### src/rtl/shadow_dec_pkg.sv
package shadow_dec_pkg;

  typedef enum logic [1:0] {
    RGN_RAM   = 2'd0,
    RGN_FLASH = 2'd1,
    RGN_LEG   = 2'd2,
    RGN_NONE  = 2'd3
  } region_e;

  typedef enum logic [1:0] {
    S_IDLE = 2'd0,
    S_RAM  = 2'd1,
    S_LEG  = 2'd2,
    S_DONE = 2'd3
  } seq_state_e;

  // Byte-enable vector (bit 3 = offset 0) to a mask indexed by byte offset.
  function automatic logic [3:0] lane_mask(input logic [3:0] be);
    logic [3:0] m;
    for (int k = 0; k < 4; k++) m[k] = be[3-k];
    return m;
  endfunction

  // Lowest set offset in a mask (ascending address order).
  function automatic logic [1:0] first_lane(input logic [3:0] m);
    logic [1:0] idx;
    idx = 2'd0;
    for (int k = 3; k >= 0; k--) begin
      if (m[k]) idx = 2'(k);
    end
    return idx;
  endfunction

endpackage

### src/rtl/shadow_region_decode.sv
module shadow_region_decode
  import shadow_dec_pkg::*;
#(
  parameter int ADDR_W    = 24,
  parameter int BANK_AW   = 22,
  parameter int RAM_BANKS = 3,
  parameter int SCR_LO    = 'h020000,
  parameter int SCR_HI    = 'h027FFF
) (
  input  logic [ADDR_W-1:0]    addr,
  input  logic [3:0]           be,
  output region_e              region,
  output logic [RAM_BANKS-1:0] bank_oh,
  output logic                 in_screen
);

  localparam int TOPW = ADDR_W - BANK_AW;
  localparam logic [TOPW:0]       NBANKS = (TOPW+1)'(RAM_BANKS);
  localparam logic [ADDR_W-1:0]   LO     = ADDR_W'(SCR_LO);
  localparam logic [ADDR_W-1:0]   HI     = ADDR_W'(SCR_HI);

  logic [TOPW-1:0] top;
  logic [2:0]      top3;

  assign top  = addr[ADDR_W-1:BANK_AW];
  assign top3 = addr[ADDR_W-1:ADDR_W-3];

  always_comb begin
    if (be == 4'b0000)               region = RGN_NONE;
    else if ({1'b0, top} < NBANKS)   region = RGN_RAM;
    else if (top3 == 3'b110)         region = RGN_FLASH;
    else if (top3 == 3'b111)         region = RGN_LEG;
    else                             region = RGN_NONE;
  end

  for (genvar i = 0; i < RAM_BANKS; i++) begin : g_bank
    assign bank_oh[i] = (region == RGN_RAM) && (top == TOPW'(i));
  end

  assign in_screen = (addr >= LO) && (addr <= HI);

endmodule

### src/rtl/shadow_seq.sv
module shadow_seq
  import shadow_dec_pkg::*;
#(
  parameter int RAM_BANKS = 3,
  parameter int WAW       = 20,
  parameter int LEG_AW    = 20
) (
  input  logic                 clk,
  input  logic                 rst_n,
  input  logic                 cpu_req,
  input  logic                 cpu_we,
  input  logic [WAW-1:0]       cpu_waddr,
  input  logic [3:0]           cpu_be,
  input  logic [31:0]          cpu_wdata,
  input  region_e              dec_region,
  input  logic [RAM_BANKS-1:0] dec_bank,
  input  logic                 dec_screen,
  output logic                 cpu_ack,
  output logic                 cpu_berr,
  output logic [31:0]          cpu_rdata,
  output logic [WAW-1:0]       mem_addr,
  output logic                 mem_we,
  output logic [3:0]           mem_be,
  output logic [31:0]          mem_wdata,
  output logic [RAM_BANKS-1:0] ram_sel,
  input  logic                 ram_ack,
  input  logic [31:0]          ram_rdata,
  output logic                 flash_sel,
  input  logic                 flash_ack,
  input  logic [31:0]          flash_rdata,
  output logic                 leg_strb,
  output logic                 leg_we,
  output logic [LEG_AW-1:0]    leg_addr,
  output logic [7:0]           leg_wdata,
  input  logic                 leg_ack,
  input  logic [7:0]           leg_rdata
);

  seq_state_e           state, state_d;
  logic [3:0]           pend, pend_d, pend_left;
  logic                 gap, gap_d;
  logic                 cap_ld, rd_clr, rd_word_ld, rd_byte_ld;
  logic [WAW-1:0]       cap_waddr;
  logic                 cap_we, cap_screen;
  logic [3:0]           cap_be;
  logic [31:0]          cap_wdata, rdata;
  region_e              cap_region;
  logic [RAM_BANKS-1:0] cap_bank;
  logic [1:0]           lane, nlane;
  logic                 mem_ack;
  logic [31:0]          mem_rdata;

  assign lane      = first_lane(pend);
  assign nlane     = ~lane;
  assign pend_left = pend & ~(4'b0001 << lane);
  assign mem_ack   = (cap_region == RGN_RAM) ? ram_ack : flash_ack;
  assign mem_rdata = (cap_region == RGN_RAM) ? ram_rdata : flash_rdata;

  // Next-state logic
  always_comb begin
    state_d    = state;
    pend_d     = pend;
    gap_d      = 1'b0;
    cap_ld     = 1'b0;
    rd_clr     = 1'b0;
    rd_word_ld = 1'b0;
    rd_byte_ld = 1'b0;
    case (state)
      S_IDLE: begin
        if (cpu_req) begin
          cap_ld = 1'b1;
          rd_clr = 1'b1;
          if (dec_region == RGN_NONE) begin
            state_d = S_DONE;
          end else if (dec_region == RGN_LEG) begin
            state_d = S_LEG;
            pend_d  = lane_mask(cpu_be);
          end else begin
            state_d = S_RAM;
          end
        end
      end
      S_RAM: begin
        if (mem_ack) begin
          rd_word_ld = !cap_we;
          if (cap_we && cap_screen && (cap_region == RGN_RAM)) begin
            state_d = S_LEG;
            pend_d  = lane_mask(cap_be);
          end else begin
            state_d = S_DONE;
          end
        end
      end
      S_LEG: begin
        if (!gap && leg_ack) begin
          rd_byte_ld = !cap_we;
          pend_d     = pend_left;
          gap_d      = 1'b1;
          if (pend_left == 4'b0000) state_d = S_DONE;
        end
      end
      default: state_d = S_IDLE;
    endcase
  end

  // Control registers
  always_ff @(posedge clk or negedge rst_n) begin
    if (!rst_n) begin
      state      <= S_IDLE;
      pend       <= 4'b0000;
      gap        <= 1'b0;
      cap_region <= RGN_NONE;
    end else begin
      state <= state_d;
      pend  <= pend_d;
      gap   <= gap_d;
      if (cap_ld) cap_region <= dec_region;
    end
  end

  // Datapath registers, loaded under enables
  always_ff @(posedge clk) begin
    if (cap_ld) begin
      cap_waddr  <= cpu_waddr;
      cap_we     <= cpu_we;
      cap_be     <= cpu_be;
      cap_wdata  <= cpu_wdata;
      cap_bank   <= dec_bank;
      cap_screen <= dec_screen;
    end
    if (rd_clr)          rdata <= 32'h0;
    else if (rd_word_ld) rdata <= mem_rdata;
    else if (rd_byte_ld) rdata[{nlane, 3'b000} +: 8] <= leg_rdata;
  end

  assign cpu_ack   = (state == S_DONE) && (cap_region != RGN_NONE);
  assign cpu_berr  = (state == S_DONE) && (cap_region == RGN_NONE);
  assign cpu_rdata = rdata;
  assign mem_addr  = cap_waddr;
  assign mem_we    = cap_we;
  assign mem_be    = cap_be;
  assign mem_wdata = cap_wdata;
  assign ram_sel   = ((state == S_RAM) && (cap_region == RGN_RAM)) ? cap_bank : '0;
  assign flash_sel = (state == S_RAM) && (cap_region == RGN_FLASH);
  assign leg_strb  = (state == S_LEG) && !gap;
  assign leg_we    = cap_we;
  assign leg_addr  = {cap_waddr[LEG_AW-3:0], lane};
  assign leg_wdata = cap_wdata[{nlane, 3'b000} +: 8];

  // Assertions
  assert_ack_berr_excl_R12: assert property (@(posedge clk) disable iff (!rst_n)
    !(cpu_ack && cpu_berr));
  assert_one_target_R12: assert property (@(posedge clk) disable iff (!rst_n)
    $onehot0({|ram_sel, flash_sel, leg_strb}));
  assert_strb_hold_R8: assert property (@(posedge clk) disable iff (!rst_n)
    (leg_strb && !leg_ack) |=> (leg_strb && $stable(leg_addr)));
  assert_strb_gap_R8: assert property (@(posedge clk) disable iff (!rst_n)
    (leg_strb && leg_ack) |=> !leg_strb);
  assert_no_leg_unless_mirror_R10: assert property (@(posedge clk) disable iff (!rst_n)
    leg_strb |-> ((cap_region == RGN_LEG) || (cap_we && cap_screen)));
  assert_shadow_read_ram_only_R5: assert property (@(posedge clk) disable iff (!rst_n)
    (leg_strb && (cap_region == RGN_RAM)) |-> cap_we);
  assert_ack_after_leg_R9: assert property (@(posedge clk) disable iff (!rst_n)
    (cpu_ack && cap_we && cap_screen && (cap_region == RGN_RAM)) |-> $past(leg_ack));
  assert_berr_no_sel_R11: assert property (@(posedge clk) disable iff (!rst_n)
    cpu_berr |-> (!(|ram_sel) && !flash_sel && !leg_strb));

endmodule

### src/rtl/screen_shadow_decoder.sv
module screen_shadow_decoder
  import shadow_dec_pkg::*;
#(
  parameter int ADDR_W    = 24,
  parameter int BANK_AW   = 22,
  parameter int RAM_BANKS = 3,
  parameter int LEG_AW    = 20,
  parameter int SCR_LO    = 'h020000,
  parameter int SCR_HI    = 'h027FFF,
  localparam int WAW      = BANK_AW - 2
) (
  input  logic                 clk,
  input  logic                 rst_n,
  input  logic                 cpu_req,
  input  logic                 cpu_we,
  input  logic [ADDR_W-1:0]    cpu_addr,
  input  logic [3:0]           cpu_be,
  input  logic [31:0]          cpu_wdata,
  output logic                 cpu_ack,
  output logic                 cpu_berr,
  output logic [31:0]          cpu_rdata,
  output logic [WAW-1:0]       mem_addr,
  output logic                 mem_we,
  output logic [3:0]           mem_be,
  output logic [31:0]          mem_wdata,
  output logic [RAM_BANKS-1:0] ram_sel,
  input  logic                 ram_ack,
  input  logic [31:0]          ram_rdata,
  output logic                 flash_sel,
  input  logic                 flash_ack,
  input  logic [31:0]          flash_rdata,
  output logic                 leg_strb,
  output logic                 leg_we,
  output logic [LEG_AW-1:0]    leg_addr,
  output logic [7:0]           leg_wdata,
  input  logic                 leg_ack,
  input  logic [7:0]           leg_rdata
);

  region_e              dec_region;
  logic [RAM_BANKS-1:0] dec_bank;
  logic                 dec_screen;

  shadow_region_decode #(
    .ADDR_W(ADDR_W), .BANK_AW(BANK_AW), .RAM_BANKS(RAM_BANKS),
    .SCR_LO(SCR_LO), .SCR_HI(SCR_HI)
  ) u_decode (
    .addr      (cpu_addr),
    .be        (cpu_be),
    .region    (dec_region),
    .bank_oh   (dec_bank),
    .in_screen (dec_screen)
  );

  shadow_seq #(
    .RAM_BANKS(RAM_BANKS), .WAW(WAW), .LEG_AW(LEG_AW)
  ) u_seq (
    .clk         (clk),
    .rst_n       (rst_n),
    .cpu_req     (cpu_req),
    .cpu_we      (cpu_we),
    .cpu_waddr   (cpu_addr[BANK_AW-1:2]),
    .cpu_be      (cpu_be),
    .cpu_wdata   (cpu_wdata),
    .dec_region  (dec_region),
    .dec_bank    (dec_bank),
    .dec_screen  (dec_screen),
    .cpu_ack     (cpu_ack),
    .cpu_berr    (cpu_berr),
    .cpu_rdata   (cpu_rdata),
    .mem_addr    (mem_addr),
    .mem_we      (mem_we),
    .mem_be      (mem_be),
    .mem_wdata   (mem_wdata),
    .ram_sel     (ram_sel),
    .ram_ack     (ram_ack),
    .ram_rdata   (ram_rdata),
    .flash_sel   (flash_sel),
    .flash_ack   (flash_ack),
    .flash_rdata (flash_rdata),
    .leg_strb    (leg_strb),
    .leg_we      (leg_we),
    .leg_addr    (leg_addr),
    .leg_wdata   (leg_wdata),
    .leg_ack     (leg_ack),
    .leg_rdata   (leg_rdata)
  );

endmodule

### config.mk
export PLATFORM = sky130hd
export DESIGN_NAME = screen_shadow_decoder
export DESIGN_NICKNAME = d
export VERILOG_FILES = /design/src/rtl/shadow_dec_pkg.sv /design/src/rtl/shadow_region_decode.sv /design/src/rtl/shadow_seq.sv /design/src/rtl/screen_shadow_decoder.sv
export SDC_FILE = /design/constraint.sdc
export NUM_CORES = 1
export LEC_CHECK = 0
export ABC_AREA = 1
export BUFFER_PORTS_ARGS = -buffer_cell sky130_fd_sc_hd__buf_2
export CORE_MARGIN = 4
export CORE_UTILIZATION = 30
export DETAILED_ROUTE_END_ITERATION = 8
export GPL_TIMING_DRIVEN = 0
export PLACE_DENSITY_LB_ADDON = 0.15
export SETUP_SLACK_MARGIN = 0.05
export SLEW_MARGIN = 40
export SYNTH_ARGS = -nofsm -noshare
export SYNTH_HDL_FRONTEND = slang
export SYNTH_SLANG_ARGS = --single-unit
### constraint.sdc
create_clock -name clk -period 3.1 [get_ports clk]
set_clock_uncertainty 0.1 [all_clocks]
set_input_delay 0.31 -clock clk [delete_from_list [all_inputs] [get_ports clk]]
set_output_delay 0.31 -clock clk [all_outputs]
set_load 0.02 [all_outputs]
==> Implementation_results.wiki, run 1 <==
{| class="wikitable"
! Metric !! Value
|-
| GPL Wtd Cong || 0.822
|-
| Depth of the most critical reg-to-reg path || 11
|-
| Share of the synthesized area in the top cell type || 0.336
|-
| Initial standard-cell utilization of the core || 0.304
|-
| Largest driver fanout on the critical path || 10
|-
| Ports placed on the boundary || 264
|-
| Number of iterations in the first detailed-routing pass || 4
|-
| Clk root buf || clkbuf_16
|-
| Site Rows || between 40 and 50
|-
| Share of cells above drive strength 1 || 0.337
|-
| Worst hold margin || 0.0325 ns
|-
| Multiplexer area fraction after synthesis || 0
|-
| Initial drt markers || 248
|-
| CP Cell Sequence || nand2_1 > nand2_1 > nand2_1 > buf_2 > buf_2 > ha_1 > clkinvlp_4 > o21ai_1 > inv_1 > nor2_1 > nor2_1
|-
| Most area-hungry cell type in the Yosys netlist || edfxtp_1
|-
| Total power per unit cell area || between 1000 and 1500 nW/µm²
|-
| Delay of the slowest cell on the worst path || 0.43 ns
|-
| Largest delay contributor family on the critical path || buffers and inverters
|-
| CTS sink cnt || 102
|-
| Most area-consuming cells after synthesis || edfxtp_1, nand2_1, dfxtp_1
|-
| Number of nets in the layout || 1115
|-
| Final Non-Filler Cells || 1203
|-
| Final wirelength || 19.5 mm
|-
| Combined global-route utilization of all metal layers || 0.188
|-
| Class of the most critical setup path || reg -> reg
|-
| Wire length per cell || 16.2 µm
|-
| WHS Path Cells || 1
|-
| Maximum vdd drop || about 0.00041 V
|-
| Buffers inserted by post-CTS timing repair || 0
|-
| Data required time at the worst endpoint || 3.24 ns
|-
| Aggregate global routing overflow || 0
|-
| Total cell area at the placement stage || 7060 µm²
|-
| TritonCTS clock tree || done
|-
| Max_cap viols || 0
|-
| Minimum setup slack among reg-to-reg paths || 0.30 ns
|-
| Area share of xor/xnor cells in the synthesized design || 0
|-
| TritonCTS Buffers || 9
|-
| Slew @ Worst Pin || 0.642 ns
|-
| Dominant combinational cell family by area after synthesis || simple AND/OR/NAND/NOR gates
|-
| Final setup fails || 0
|-
| Pins over their slew limit || 0
|-
| Simple-gate share of the synthesized area || 0.315
|-
| Hold violation count in the final report || 0
|-
| Growth of design area from synthesis to finish || 35.6%
|-
| Worst path buffer plus inverter count || 4
|-
| Htree depth || 3
|-
| Leakage power total || 3.65 nW
|-
| Min-delay src || cpu_wdata[20]
|-
| Type of the tightest min-delay check || in -> reg
|-
| Mean Syn Cell Area || roughly 7.8 µm²
|-
| Nature of the critical path startpoint || flop
|-
| Most used cell, CP || nand2_1
|-
| Area of the mapped netlist || 5450 µm²
|-
| Pin count of the biggest net entering global routing || 40
|-
| FF-to-FF End || u_seq.cpu_rdata[10]
|-
| Remaining DRCs || 0
|-
| Global-route wire length before repair || 29.4 mm
|-
| Buffer levels on the longest clock path || 2
|-
| Slowest stage cell on the critical path || dfrtp_1
|-
| Headroom to the max-slew limit || 0.572
|-
| Number of nets with antenna violations after routing || 0
|-
| Critical path endpoint category || flop
|-
| Compound-gate portion of the synthesized area || 0.0797
|-
| Number of antenna cells inserted || 0
|-
| # fillers || about 1900
|-
| Core region area || 17900 µm²
|-
| Multi-input logic area || 2240 µm²
|-
| Portion of the clock cycle consumed by the worst path in the final layout || 0.904
|-
| Post-Synth Adder-Cell Area || 0.0161
|-
| Worst Hold Path EP || u_seq.mem_wdata[20]
|-
| Vertical die dimension || 143 µm
|-
| Post-layout min period || 2.80 ns
|-
| Register area || 2700 µm²
|-
| Count of cell types in the netlist || 30
|-
| Unrepaired setup endpoints after global routing || no
|-
| WP data arrival || 2.94 ns
|-
| Total instance count after detailed placement || 1186
|-
| Net count after synthesis || 841
|-
| Total number of yosys warnings || 0
|-
| Routed vias || approximately 5400
|-
| Number of global-route vias before repair || 5486
|-
| Part of the Yosys area used for sequential elements || 0.496
|-
| Maximum operating frequency || approximately 360 MHz
|-
| Total of buffers placed on input and output ports || 261
|-
| Clock Latency Late Sink || 0.35 ns
|-
| Clock transition at the registers of the reported paths || 0.07 ns
|-
| Initial antenna violation count || 3
|-
| Die Footprint || 20400 µm²
|-
| Start of the worst register-to-register path || u_seq.pend[3]
|-
| Post-synthesis cell count || 695
|-
| Cell area after layout || 7380 µm²
|-
| Flip-flop and latch count after synthesis || 102
|-
| Horizontal die dimension || around 140 µm
|-
| Post-DP HPWL || approximately 15 mm
|-
| Vias per std cell || between 4 and 5
|-
| Outcome || completed
|}
-- cell usage in the layout, fill, tap and decap left out, types with 2 or more instances in the layout --
cell type / count
nor2_4: 2
o21a_1: 2
o21ai_1: 2
clkinv_1: 3
a21oi_1: 2
o21ai_0: 24
nor3_1: 5
nand2_2: 2
inv_1: 47
clkbuf_16: 9
buf_6: 3
nand4_1: 19
nand2_4: 2
nand2_1: 235
inv_2: 3
ha_1: 7
buf_2: 269
edfxtp_1: 61
dfstp_2: 2
nand3_1: 38
dfxtp_1: 32
o211ai_1: 34
and3_1: 3
buf_1: 2
nor2_1: 107
dfrtp_1: 7
clkinvlp_4: 4
clkbuf_1: 14
buf_4: 22
-- cell families after synthesis --
family | count (synthesis)
buffers and inverters | 105
and+or+nand+nor | 415
AOI/OAI and AO/OA | 66
DFF | 102
adders and majority gates | 7
-- worst max-delay path by stage --
stage / from / end / slack [ns] / cells after the start
finish: u_seq.pend[3] / u_seq.cpu_rdata[10] / 0.30 / 11
global route: u_seq.pend[2] / u_seq.cpu_rdata[10] / 0.05 / 12
CTS: u_seq.pend[2] / u_seq.cpu_rdata[6] / 0.12 / 14
detailed placement: u_seq.pend[0] / u_seq.cpu_rdata[10] / -0.02 / 11
global placement: u_seq.state[1] / u_seq.mem_be[0] / -0.40 / 4
floorplan: u_seq.state[0] / u_seq.cap_bank[0] / 0.55 / 4
-- final cells by class --
class	count	share of cell area
tap	229	0.0388
timing repair buffer	263	0.181
sequential	102	0.366
inverter	56	0.0298
clock inverter	6	0.00949
clock buffer	10	0.0310
multi-input combinational	488	0.303
buffer	49	0.0407
-- synth_stat cells --
master / instances
inv_1: 48
and3_1: 3
a21oi_1: 2
dfrtp_1: 7
clkinv_1: 5
nor2_1: 108
dfstp_2: 2
inv_2: 3
clkbuf_1: 14
o21ai_4: 1
buf_1: 3
nand3_1: 38
edfxtp_1: 61
o21ai_0: 25
buf_2: 7
ha_1: 7
o21ai_1: 1
o211ai_1: 34
nor3_1: 5
nand2_2: 2
o21a_1: 2
a22oi_1: 1
nand2_4: 2
nand3_4: 1
nand2_1: 235
nand4_1: 19
buf_4: 22
nor2_4: 2
buf_6: 3
dfxtp_1: 32
-- per-stage QoR --
stage	power (mW)	worst slack, ns	setup TNS (ns)	util
after floorplan	4.94	0.554	0	-
after global placement	6.39	-0.396	-24.34	0.393
after detailed placement	6.40	-0.0243	-0.0243	0.394
after CTS	7.62	0.117	0	0.412
after global routing	8.17	0.0550	0	0.412
final	7.51	0.299	0	0.412
-- repair_timing --
item	in CTS	in global routing
setup endpoints to repair	14	23
endpoints found under the hold margin	9	0
hold buffers	1	0
gates resized for setup	2	5
-- sequential cells by signal (all words and copies together), names as in the netlist --
name              count
u_seq.leg_we          1
u_seq.pend            4
u_seq.state           2
u_seq.gap             1
u_seq.cpu_rdata      32
u_seq.mem_addr       20
u_seq.mem_wdata      32
u_seq.cap_bank        3
u_seq.mem_be          4
u_seq.cap_region      2
u_seq.cap_screen      1
-- worst reg2reg max path, delay by kind of cell (launching register included) --
kind                     cells  cell delay, ns
flip-flops                   1            0.43
buffers and inverters        4            0.98
adder cells (fa/ha/maj)      1            0.29
AND/OR/NAND/NOR              5            0.56
AO/OA/AOI/OAI                1            0.32
-- metal layers --
metal | vias up | global-route usage | wire (µm)
met2 | 216 | 0.307 | 8900
li1 | 2799 | - | -
met4 | 6 | 0.0615 | 294
met1 | 2369 | 0.239 | 8530
met5 | - | 0 | 40
met3 | 23 | 0.0543 | 1690
-- power by group --
part / total [mW] / leakage [nW] / switching (mW) / internal [mW]
clock network: 1.18 / 0.141 / 0.542 / 0.635
logic: 4.23 / 2.57 / 2.93 / 1.30
registers: 2.11 / 0.941 / 0.216 / 1.89
Note: power is estimated with default switching activity, not from simulation.
==> run 2, diff against run 1 <==
--- a/config.mk
+++ b/config.mk
@@ -9,6 +9,7 @@
 export BUFFER_PORTS_ARGS = -buffer_cell sky130_fd_sc_hd__buf_2
 export CORE_MARGIN = 4
 export CORE_UTILIZATION = 30
+export CTS_BUF_LIST = sky130_fd_sc_hd__clkbuf_4
 export DETAILED_ROUTE_END_ITERATION = 8
 export GPL_TIMING_DRIVEN = 0
 export PLACE_DENSITY_LB_ADDON = 0.15
==> run 2 against run 1 <==
Compared with the run above:
- register-to-register slack worse by 0.02 ns
- combinational power up 1%
- cell count up 5.1%
- flip-flop and latch count unchanged
- die area unchanged
- cell area up 6.1%
- total power down 4.7%
- critical path depth unchanged
- largest cell class unchanged
- largest power group unchanged
==> Implementation_results.wiki, run 2 (same netlist as run 1, synthesis figures left out) <==
{| class="wikitable"
! Metric !! Value
|-
| Depth of the most critical reg-to-reg path || 11
|-
| Largest driver fanout on the critical path || 10
|-
| Site Rows || 49
|-
| Class of the most critical setup path || reg -> reg
|-
| Crit path from || u_seq.pend[3]
|-
| Pin count of the biggest net entering global routing || 40
|-
| Sequential share of power || 0.294
|-
| Design internal power || 3.50 mW
|-
| Final wirelength || around 20 mm
|-
| Maximum operating frequency || 355 MHz
|-
| Routed vias || 5614
|-
| Post-layout min period || 2.82 ns
|-
| Remaining DRCs || 0
|-
| Growth of design area from synthesis to finish || 43.8%
|-
| Leakage power total || 3.84 nW
|-
| Buffer levels on the longest clock path || 2
|-
| Unrepaired setup endpoints after global routing || no
|-
| Total cell area at the placement stage || 7060 µm²
|-
| Switching part of the total || 0.511
|-
| Critical path endpoint category || flop
|-
| TritonCTS Buffers || 9
|-
| Nature of the critical path startpoint || flop
|-
| Htree depth || 3
|-
| Total power per unit cell area || 914 nW/µm²
|-
| Initial drt markers || 268
|-
| WP data arrival || 3.12 ns
|-
| Core region area || 17900 µm²
|-
| Slew @ Worst Pin || 0.626 ns
|-
| GPL Wtd Cong || between 0.8 and 0.9
|-
| Clk root buf || clkbuf_4
|-
| Horizontal die dimension || 143 µm
|-
| Ports placed on the boundary || ~260
|-
| Data required time at the worst endpoint || 3.40 ns
|-
| Combined global-route utilization of all metal layers || 0.192
|-
| Vias per std cell || about 4.4
|-
| Die Footprint || slightly above 20000 µm²
|-
| Worst slack, placed || -0.0243 ns
|-
| Outcome || completed
|-
| Start of the worst register-to-register path || u_seq.pend[3]
|-
| TritonCTS clock tree || done
|-
| Clock network power share || 0.107
|-
| Share of cells above drive strength 1 || 0.319
|-
| Portion of the clock cycle consumed by the worst path in the final layout || 0.909
|-
| Buffers inserted by post-CTS timing repair || 0
|-
| Number of nets in the layout || 1175
|-
| Final setup fails || 0
|-
| Initial antenna violation count || 4
|-
| Global-route wire length before repair || 30.2 mm
|-
| CTS sink cnt || 102
|-
| Worst hold margin || 0.0872 ns
|-
| Setup tns final || 0 ns
|-
| Switching power total || 3.66 mW
|-
| FF-to-FF End || u_seq.cpu_rdata[10]
|-
| Worst setup endpoint || u_seq.cpu_rdata[10]
|-
| Clock transition at the registers of the reported paths || 0.19 ns
|-
| Headroom to the max-slew limit || 0.582
|-
| Wire length per cell || 15.8 µm
|-
| Most common cell after layout, fill and taps aside || buf_2
|-
| Number of iterations in the first detailed-routing pass || 5
|-
| # fillers || approximately 1900
|-
| Total of buffers placed on input and output ports || 261
|-
| Post-DP HPWL || 15.3 mm
|-
| Pins over their slew limit || 0
|-
| Clock Latency Late Sink || ~0.49 ns
|-
| Number of nets with antenna violations after routing || 0
|-
| Minimum setup slack among reg-to-reg paths || between 0.2 and 0.3 ns
|-
| Cell area after layout || 7830 µm²
|-
| Hold violation count in the final report || 0
|-
| Max_cap viols || 0
|-
| Aggregate global routing overflow || 0
|-
| Type of the tightest min-delay check || in -> async
|-
| Most frequent cells in the layout || buf_2, nand2_1, nor2_1
|-
| Vertical die dimension || 143 µm
|-
| Maximum vdd drop || 0.000412 V
|-
| Logic pwr share || 0.599
|-
| Initial standard-cell utilization of the core || 0.304
|-
| Number of global-route vias before repair || 5743
|-
| Final worst slack || 0.283 ns
|}
[run 2: cell count changes in the layout (fill, tap and decap cells not counted), sizes merged]
cell	previous run	this run
clkinv	4	3
diode	0	1
dlygate4sd3	1	61
inv	53	54
[run 2: how the worst min path moves through the flow]
stage,start,to,slack [ns],cells past startpoint
2_1_floorplan,rst_n,u_seq.gap,-0.09,0
3_3_place_gp,rst_n,u_seq.gap,0.09,1
3_5_place_dp,rst_n,u_seq.gap,0.09,1
4_1_cts,rst_n,u_seq.pend[0],0.04,2
5_1_grt,rst_n,u_seq.pend[0],0.07,2
6_report,rst_n,u_seq.pend[0],0.09,2
[run 2: layer usage]
layer / wire length (µm) / part of all wire / GRT usage
met1: 8570 / 0.43 / 0.243
met2: 9420 / 0.47 / 0.318
met3: 1750 / 0.088 / 0.0506
met4: 203 / 0.010 / 0.0630
met5: 42 / 0.0021 / 0
[run 2: power groups by stage]
| stage | Clock [mW] | Sequential (mW) | Combinational, mW |
|---|---|---|---|
| floorplan | 0 | 2.51 | 2.43 |
| global placement | 0 | 2.15 | 4.24 |
| CTS | 0.791 | 2.11 | 4.35 |
| finish | 0.763 | 2.11 | 4.29 |
| detailed placement | 0 | 2.14 | 4.27 |
| global route | 0.844 | 2.16 | 4.80 |
[run 2: metrics by stage]
| step | total power [mW] | utilization | std cells |
|---|---|---|---|
| after floorplan | 4.94 | - | 695 |
| after global placement | 6.39 | 0.393 | 1185 |
| after detailed placement | 6.40 | 0.394 | 1186 |
| after CTS | 7.25 | 0.437 | 1263 |
| after global routing | 7.80 | 0.437 | 1264 |
| final | 7.16 | 0.437 | 1264 |
[run 2: worst max-delay path, cell delays in order (launching register included)]
cell and delay (ns):
dfrtp_1 0.47, nand2_1 0.09, nand2_1 0.05, nand2_1 0.15, buf_2 0.25, buf_2 0.28
ha_1 0.30, clkinvlp_4 0.29, o21ai_1 0.32, inv_1 0.16, nor2_1 0.21, nor2_1 0.06
[run 2: layout make-up]
class	count	area (µm²)	share of cell area
tap	229	287	0.0366
timing repair buffer	323	1940	0.247
antenna	1	2.50	0.000320
sequential	102	2700	0.345
clock inverter	6	70.1	0.00895
inverter	56	220	0.0281
buffer	49	300	0.0383
multi-input combinational	488	2240	0.286
clock buffer	10	75.1	0.00959
[run 2: timing repair]
action,CTS,global route
resized for setup,2,6
hold buffers,61,0
hold endpoints to repair,70,0
setup endpoints to repair,15,32
